File: config.mk
export PLATFORM = sky130hd
export DESIGN_NAME = ppfifo_dma_req
export DESIGN_NICKNAME = d
export VERILOG_FILES = /design/src/rtl/ppf_pkg.sv /design/src/rtl/ppf_store.sv /design/src/rtl/ppf_ctlreg.sv /design/src/rtl/ppf_reqfsm.sv /design/src/rtl/ppfifo_dma_req.sv
export SDC_FILE = /design/constraint.sdc
export NUM_CORES = 1
export LEC_CHECK = 0
export ABC_AREA = 1
export BUFFER_PORTS_ARGS = -buffer_cell sky130_fd_sc_hd__buf_2
export CAP_MARGIN = 10
export CORE_MARGIN = 2
export CORE_UTILIZATION = 68
export CTS_BUF_LIST = sky130_fd_sc_hd__clkbuf_8
export CTS_CLUSTER_SIZE = 14
export DETAILED_ROUTE_END_ITERATION = 7
export PLACE_DENSITY = 0.88
export SKIP_LAST_GASP = 1
export SLEW_MARGIN = 0
export SYNTH_ARGS = -nofsm -noshare
export SYNTH_HDL_FRONTEND = slang
export SYNTH_SLANG_ARGS = --single-unit
File: constraint.sdc
create_clock -name clk -period 10.87 [get_ports clk]
set_input_delay 2.174 -clock clk [delete_from_list [all_inputs] [get_ports clk]]
set_output_delay 2.174 -clock clk [all_outputs]
set_load 0.05 [all_outputs]
File: src/rtl/ppf_pkg.sv
package ppf_pkg;

   typedef enum logic [1:0] {
      RQ_IDLE = 2'd0,
      RQ_ON   = 2'd1,
      RQ_GAP  = 2'd2
   } ppf_rq_e;

   function automatic int ceil_div(input int num, input int den);
      return (num + den - 1) / den;
   endfunction

endpackage

File: src/rtl/ppf_store.sv
module ppf_store #(
   parameter int DEPTH = 16,
   parameter int DW    = 8
) (
   input  logic                         clk,
   input  logic                         rst_n,
   input  logic                         flush,
   input  logic                         push,
   input  logic                         pop,
   input  logic [DW-1:0]                wdata,
   output logic [DW-1:0]                head,
   output logic [$clog2(DEPTH+1)-1:0]   count,
   output logic [$clog2(DEPTH+1)-1:0]   cnt_nxt,
   output logic                         err
);
   localparam int AW = $clog2(DEPTH);
   localparam int CW = $clog2(DEPTH+1);

   generate
      if (DEPTH < 2) begin : g_bad_depth
         $error("ppf_store: DEPTH must be at least 2");
      end
   endgenerate

   logic [DW-1:0] mem [DEPTH];
   logic [AW-1:0] wp, rp, wp_inc, rp_inc;
   logic          do_push, do_pop, err_nxt;

   // Pointer advance: free wrap for power-of-two depths, compare otherwise.
   generate
      if (DEPTH == (1 << AW)) begin : g_wrap_pow2
         assign wp_inc = wp + AW'(1);
         assign rp_inc = rp + AW'(1);
      end else begin : g_wrap_cmp
         assign wp_inc = (wp == AW'(DEPTH-1)) ? '0 : wp + AW'(1);
         assign rp_inc = (rp == AW'(DEPTH-1)) ? '0 : rp + AW'(1);
      end
   endgenerate

   assign do_push = push && !flush && (count != CW'(DEPTH));
   assign do_pop  = pop  && !flush && (count != '0);
   assign err_nxt = flush ? 1'b0
                  : (err || (push && !do_push) || (pop && !do_pop));

   always_comb begin
      if (flush) begin
         cnt_nxt = '0;
      end else begin
         unique case ({do_push, do_pop})
            2'b10:   cnt_nxt = count + CW'(1);
            2'b01:   cnt_nxt = count - CW'(1);
            default: cnt_nxt = count;
         endcase
      end
   end

   always_ff @(posedge clk or negedge rst_n) begin
      if (!rst_n) begin
         wp    <= '0;
         rp    <= '0;
         count <= '0;
         err   <= 1'b0;
      end else begin
         count <= cnt_nxt;
         err   <= err_nxt;
         if (flush) begin
            wp <= '0;
            rp <= '0;
         end else begin
            if (do_push) wp <= wp_inc;
            if (do_pop)  rp <= rp_inc;
         end
      end
   end

   always_ff @(posedge clk) begin
      if (do_push) mem[wp] <= wdata;
   end

   assign head = mem[rp];

   a_r10_no_overflow: assert property (@(posedge clk) disable iff (!rst_n)
      count <= CW'(DEPTH));
   a_r10_err_sticky: assert property (@(posedge clk) disable iff (!rst_n)
      (err && !flush) |=> err);
   a_r1_flush_empties: assert property (@(posedge clk) disable iff (!rst_n)
      flush |=> (count == '0 && !err));
   a_r10_full_push_hold: assert property (@(posedge clk) disable iff (!rst_n)
      (count == CW'(DEPTH) && push && !pop && !flush) |=> (count == CW'(DEPTH) && err));

endmodule

File: src/rtl/ppf_ctlreg.sv
module ppf_ctlreg (
   input  logic clk,
   input  logic rst_n,
   input  logic ctl_we,
   input  logic ctl_dma_en,
   input  logic ctl_svc,
   input  logic tc_hit,
   output logic dma_en,
   output logic svc,
   output logic dma_nxt,
   output logic svc_nxt
);
   assign dma_nxt = ctl_we ? ctl_dma_en : dma_en;
   assign svc_nxt = tc_hit ? 1'b1 : (ctl_we ? ctl_svc : svc);

   always_ff @(posedge clk or negedge rst_n) begin
      if (!rst_n) begin
         dma_en <= 1'b0;
         svc    <= 1'b0;
      end else begin
         dma_en <= dma_nxt;
         svc    <= svc_nxt;
      end
   end

   a_r8_tc_sets_service: assert property (@(posedge clk) disable iff (!rst_n)
      tc_hit |=> svc);
   a_r11_write_loads: assert property (@(posedge clk) disable iff (!rst_n)
      (ctl_we && !tc_hit) |=> (dma_en == $past(ctl_dma_en) && svc == $past(ctl_svc)));

endmodule

File: src/rtl/ppf_reqfsm.sv
module ppf_reqfsm
   import ppf_pkg::*;
#(
   parameter int BURST_MAX = 32,
   parameter int GAP_CYC   = 18
) (
   input  logic clk,
   input  logic rst_n,
   input  logic want,
   input  logic strobe,
   input  logic dack_n,
   output logic dreq
);
   localparam int BW = $clog2(BURST_MAX + 1);
   localparam int GW = $clog2(GAP_CYC + 1);

   generate
      if (BURST_MAX < 1) begin : g_bad_burst
         $error("ppf_reqfsm: BURST_MAX must be at least 1");
      end
      if (GAP_CYC < 1) begin : g_bad_gap
         $error("ppf_reqfsm: GAP_CYC must be at least 1");
      end
   endgenerate

   ppf_rq_e       st;
   logic [BW-1:0] bcnt;
   logic [GW-1:0] icnt;

   always_ff @(posedge clk or negedge rst_n) begin
      if (!rst_n) begin
         st   <= RQ_IDLE;
         bcnt <= '0;
         icnt <= '0;
      end else begin
         unique case (st)
            RQ_IDLE: begin
               bcnt <= '0;
               icnt <= '0;
               if (want) st <= RQ_ON;
            end
            RQ_ON: begin
               if (strobe && bcnt == BW'(BURST_MAX-1)) begin
                  st   <= RQ_GAP;
                  bcnt <= '0;
                  icnt <= '0;
               end else if (!want) begin
                  st   <= RQ_IDLE;
                  bcnt <= '0;
               end else if (strobe) begin
                  bcnt <= bcnt + BW'(1);
               end
            end
            RQ_GAP: begin
               if (!dack_n) begin
                  icnt <= '0;
               end else if (icnt == GW'(GAP_CYC-1)) begin
                  st   <= RQ_IDLE;
                  icnt <= '0;
               end else begin
                  icnt <= icnt + GW'(1);
               end
            end
            default: st <= RQ_IDLE;
         endcase
      end
   end

   assign dreq = (st == RQ_ON);

   a_r7_gap_needs_idle_ack: assert property (@(posedge clk) disable iff (!rst_n)
      (st == RQ_GAP && !dack_n) |=> (st == RQ_GAP));
   a_r7_gap_no_direct_req: assert property (@(posedge clk) disable iff (!rst_n)
      (st == RQ_GAP) |=> !dreq);
   a_r3_drop_without_want: assert property (@(posedge clk) disable iff (!rst_n)
      !want |=> !dreq);

endmodule

File: src/rtl/ppfifo_dma_req.sv
module ppfifo_dma_req
   import ppf_pkg::*;
#(
   parameter int DEPTH     = 16,
   parameter int DW        = 8,
   parameter int BURST_MAX = 32,
   parameter int CLK_NS    = 20,
   parameter int GAP_NS    = 350
) (
   input  logic                         clk,
   input  logic                         rst_n,
   input  logic                         fifo_mode,
   input  logic                         dir_to_host,
   input  logic [$clog2(DEPTH)-1:0]     thr_field,
   input  logic                         ctl_we,
   input  logic                         ctl_dma_en,
   input  logic                         ctl_svc,
   input  logic                         dack_n,
   input  logic                         tc,
   input  logic                         host_rd,
   input  logic                         host_wr,
   input  logic [DW-1:0]                host_wdata,
   input  logic                         per_wr,
   input  logic [DW-1:0]                per_wdata,
   input  logic                         per_rd,
   output logic [DW-1:0]                rd_data,
   output logic                         dreq,
   output logic                         intr,
   output logic [$clog2(DEPTH+1)-1:0]   fill_count,
   output logic                         err_flag
);
   localparam int TW      = $clog2(DEPTH);
   localparam int CW      = $clog2(DEPTH+1);
   localparam int GAP_CYC = ceil_div(GAP_NS, CLK_NS);
   localparam int KW      = $clog2(BURST_MAX + 2);

   generate
      if ((1 << TW) != DEPTH) begin : g_bad_depth
         $error("ppfifo_dma_req: DEPTH must be a power of two");
      end
      if (CLK_NS < 1) begin : g_bad_clk
         $error("ppfifo_dma_req: CLK_NS must be positive");
      end
   endgenerate

   logic          strobe, tc_hit, push, pop, want;
   logic [DW-1:0] wdata;
   logic [CW-1:0] cnt_nxt, free_nxt, thr;
   logic          dma_en, svc, dma_nxt, svc_nxt;

   assign strobe = !dack_n && (host_rd || host_wr);
   assign tc_hit = !dack_n && tc;

   assign push  = fifo_mode && (dir_to_host ? per_wr : (host_wr && !dack_n));
   assign pop   = fifo_mode && (dir_to_host ? (host_rd && !dack_n) : per_rd);
   assign wdata = dir_to_host ? per_wdata : host_wdata;

   ppf_store #(.DEPTH(DEPTH), .DW(DW)) u_store (
      .clk     (clk),
      .rst_n   (rst_n),
      .flush   (!fifo_mode),
      .push    (push),
      .pop     (pop),
      .wdata   (wdata),
      .head    (rd_data),
      .count   (fill_count),
      .cnt_nxt (cnt_nxt),
      .err     (err_flag)
   );

   ppf_ctlreg u_ctl (
      .clk        (clk),
      .rst_n      (rst_n),
      .ctl_we     (ctl_we),
      .ctl_dma_en (ctl_dma_en),
      .ctl_svc    (ctl_svc),
      .tc_hit     (tc_hit),
      .dma_en     (dma_en),
      .svc        (svc),
      .dma_nxt    (dma_nxt),
      .svc_nxt    (svc_nxt)
   );

   assign thr      = CW'(thr_field) + CW'(1);
   assign free_nxt = CW'(DEPTH) - cnt_nxt;
   assign want     = fifo_mode && dma_nxt && !svc_nxt &&
                     (dir_to_host ? (cnt_nxt != '0) : (free_nxt >= thr));

   ppf_reqfsm #(.BURST_MAX(BURST_MAX), .GAP_CYC(GAP_CYC)) u_fsm (
      .clk    (clk),
      .rst_n  (rst_n),
      .want   (want),
      .strobe (strobe),
      .dack_n (dack_n),
      .dreq   (dreq)
   );

   assign intr = svc;

   // Strobes seen during one continuous request, for the burst-cap check.
   logic [KW-1:0] burst_seen;
   always_ff @(posedge clk or negedge rst_n) begin
      if (!rst_n)      burst_seen <= '0;
      else if (!dreq)  burst_seen <= '0;
      else if (strobe) burst_seen <= burst_seen + KW'(1);
   end

   a_r7_burst_cap: assert property (@(posedge clk) disable iff (!rst_n)
      burst_seen <= KW'(BURST_MAX));
   a_r3_req_gated: assert property (@(posedge clk) disable iff (!rst_n)
      dreq |-> (dma_en && !svc));
   a_r4_req_needs_data: assert property (@(posedge clk) disable iff (!rst_n)
      (dreq && dir_to_host && $stable(dir_to_host)) |-> (fill_count != '0));
   a_r6_req_needs_room: assert property (@(posedge clk) disable iff (!rst_n)
      (dreq && !dir_to_host && $stable(dir_to_host) && $stable(thr_field))
      |-> ((CW'(DEPTH) - fill_count) >= thr));
   a_r5_tc_drops_req: assert property (@(posedge clk) disable iff (!rst_n)
      tc_hit |=> (!dreq && intr));

endmodule

==> summary.md <==
| Metric | Value |
|---|---|
| Synth Warn # | `0` |
| Maxcap violations | `0` |
| Hpwl dp | `roughly 10 mm` |
| Critical-path maximum fanout | `13` |
| Syn Std Cell Area | `roughly 7300 um^2` |
| Initial Util | `0.702` |
| Register area share after synthesis | `0.628` |
| Diodes inserted | `0` |
| HP Class | `reg -> reg` |
| Iter 0 DRT Violations | `between 600 and 700` |
| Routed vias/inst | `between 6 and 7` |
| Nets | `just over 800` |
| Post-Syn Area per Cell | `10.2 um^2` |
| RSZ-0062 raised after global routing | `no` |
| First-pass GRT wire length | `roughly 26 mm` |
| Area growth from synthesis to layout | `10.1%` |
| Leak | `~0.0031 uW` |
| Worst path required time | `approximately 11 ns` |
| Period utilization | `0.516` |
| Status | `finished, final reports clean` |
| Initial antenna violation count | `0` |
| Post-synthesis xor/xnor area fraction | `0.00963` |
| Worst-path clk slew | `around 0.09 ns` |
| Largest family of logic cells by synthesized area | `simple AND/OR/NAND/NOR gates` |
| FILL cells | `~670` |
| Worst VDD drop | `169 uV` |
| Critical hold path startpoint | `u_ctl.dma_en` |
| Largest net degree at the start of global routing | `67` |
| Post-synthesis compound-gate area fraction | `0.111` |
| Netlist cell types | `35` |
| Tightest Pin Transition | `about 1.2 ns` |
| I/O pins | `49` |
| Post-Route WL | `around 16 mm` |
| Vias in the first global route | `5,243` |
| Worst-skew pair later-pin latency | `around 0.45 ns` |
| Die W | `107 um` |
| Mux cell area share after synthesis | `0` |
| Slew Viols, Final | `0` |
| Synth Area in Simple Gates | `0.171` |
| Final setup fails | `0` |
| Final hold violations | `0` |
| Total GRT Usage | `0.298` |
| H-tree Lvls | `4` |
| Mapped Cells | `about 710` |
| ANT nets after route | `0` |
| Number of CTS-inserted buffers | `17` |
| DP Worst Slack | `4.83 ns` |
| Worst R2R Start | `u_store.count[2]` |
| Max-slew headroom | `0.213` |
| Initial DRT Pass Iterations | `5` |
| Syn nets | `approximately 760` |
| Power Dens Cells | `about 200 nW/um^2` |
| Number of remaining DRC errors | `0` |
| CTS Buffer Depth | `2` |
| Setup crit start kind | `input port` |
| Post-route setup slack | `~5.3 ns` |
| Core area | `about 10,000 um^2` |
| Post-CTS Hold Fix Bufs | `0` |
| Most frequent cells in the layout | `nor2_1, edfxtp_1, nand2_1` |
| CTS tree | `yes` |
| Gpl congestion | `~0.85` |
| CTS resizes | `0` |
| Setup crit end kind | `flop` |
| Layout cell share with drive strength beyond 1 | `0.131` |
| Most common cell after layout, fill and taps aside | `nor2_1` |
| Kind of critical path | `in -> reg` |
| GRT overflow | `0` |
| Final TNS setup | `0 ns` |
| WHS | `0.504 ns` |
| Crit path from | `dir_to_host` |
| Worst Clk Skew | `0.00968 ns` |
| Die Span Y | `approximately 110 um` |
| Site Rows | `37` |
| WL/cell | `~18 um` |
| Num Clock Sinks | `157` |
| Fmax | `around 180 MHz` |
| Die area | `11,500 um^2` |
| #FFs+latches synth | `~160` |
| Minimum clock period after layout | `about 5.6 ns` |
| Setup bufs post-CTS | `0` |
| CP max stage delay | `around 0.29 ns` |
| Slowest cell on the critical path | `ha_1` |
| Vias | `5,444` |
| I/O Buffers | `48` |
| Adder-cell share of the synthesized area | `0.0327` |
| Critical path data arrival time | `around 6.0 ns` |
| CTS root buffer | `clkbuf_8` |
| Most numerous cell on the critical path | `nand2_1` |
==> power breakdown <==
group / internal, uW / leakage (uW) / switching [uW]
Clock: 255 / 0.000219 / 224
Sequential: 671 / 0.00155 / 17.5
Combinational: 111 / 0.00136 / 304
Total: 1040 / 0.00313 / 545
==> state kept, by name, indices dropped and copies added, names as in the netlist <==
signal	count
u_fsm.st	2
u_store.count	5
u_store.err	1
u_fsm.bcnt	6
u_fsm.icnt	5
u_store.wp	4
u_store.mem	128
u_ctl.dma_en	1
u_store.rp	4
u_ctl.svc	1
==> metrics by stage <==
stage / utilization / power (uW) / area [um^2] / std cells
3_5_place_dp: 0.730 / 1110 / 7570 / 870
5_1_grt: 0.773 / 1660 / 8010 / 902
4_1_cts: 0.773 / 1580 / 8010 / 902
3_3_place_gp: 0.730 / 1090 / 7570 / 870
6_report: 0.773 / 1580 / 8010 / 902
2_1_floorplan: - / 1010 / 7280 / 712
==> final timing paths <==
path                                 end  slack [ns]  cells past startpoint
setup reg to reg           u_fsm.bcnt[5]        6.83                     27
hold reg to reg             u_ctl.dma_en        0.50                      2
hold / removal              u_ctl.dma_en        0.50                      2
min in group asynchronous  u_fsm.bcnt[2]        1.75                      1
setup / recovery           u_fsm.bcnt[5]        5.27                     28
max in group asynchronous    u_store.err        8.66                      1
==> logic make-up after synthesis <==
family / after synthesis
AND/OR/NAND/NOR: 302
flip-flops: 157
AO/OA/AOI/OAI: 141
buffers and inverters: 85
adder cells (fa/ha/maj): 19
XOR/XNOR: 8
==> synthesized netlist by cell type <==
cell type | number | area share
buf_1 | 2 | 0.0010
inv_2 | 6 | 0.0031
edfxtp_1 | 128 | 0.53
o32ai_1 | 1 | 0.0012
nor2_1 | 137 | 0.071
nand3_1 | 35 | 0.024
a21oi_2 | 1 | 0.0012
a22o_1 | 1 | 0.0012
buf_4 | 3 | 0.0031
nand2_1 | 111 | 0.057
buf_6 | 1 | 0.0015
o21ai_2 | 1 | 0.0012
inv_1 | 50 | 0.026
o21ai_0 | 82 | 0.056
o21ai_1 | 9 | 0.0062
xor2_1 | 4 | 0.0048
ha_1 | 19 | 0.033
o211ai_1 | 32 | 0.033
xnor2_1 | 4 | 0.0048
nor2_2 | 2 | 0.0017
nor2_8 | 1 | 0.0028
clkbuf_1 | 12 | 0.0062
or2_2 | 1 | 0.00086
nand3_2 | 1 | 0.0014
o21a_1 | 2 | 0.0021
buf_2 | 10 | 0.0069
clkinv_1 | 1 | 0.00052
a21oi_1 | 11 | 0.0076
o31ai_1 | 1 | 0.0010
nor3_1 | 7 | 0.0048
nor2_4 | 1 | 0.0015
dfrtp_1 | 29 | 0.10
nand2_2 | 4 | 0.0034
nand4_1 | 1 | 0.00086
nand2_4 | 1 | 0.0015
==> cell type report <==
type	instances	area, um^2	area share
Clock buffer	17	234	0.0292
Clock inverter	15	210	0.0262
Inverter	57	214	0.0267
Multi-Input combinational cell	470	2360	0.295
Sequential cell	157	4570	0.570
Tap cell	136	170	0.0212
Timing Repair Buffer	50	255	0.0319
==> metal layers <==
| metal | global-route usage | wire length [um] | up-vias |
|---|---|---|---|
| met5 | 0 | 0 | - |
| met4 | 0.133 | 543 | 0 |
| met3 | 0.0775 | 1500 | 47 |
| met2 | 0.488 | 7960 | 295 |
| met1 | 0.376 | 6110 | 2577 |
| li1 | - | - | 2525 |
==> worst max-delay path: cells and delay by family <==
kind                     cells  cell delay, ns
AND/OR/NAND/NOR             15            1.80
adder cells (fa/ha/maj)      5            1.19
buffers and inverters        7            0.71
AO/OA/AOI/OAI                1            0.12
Note: power is estimated with default switching activity, not from simulation.
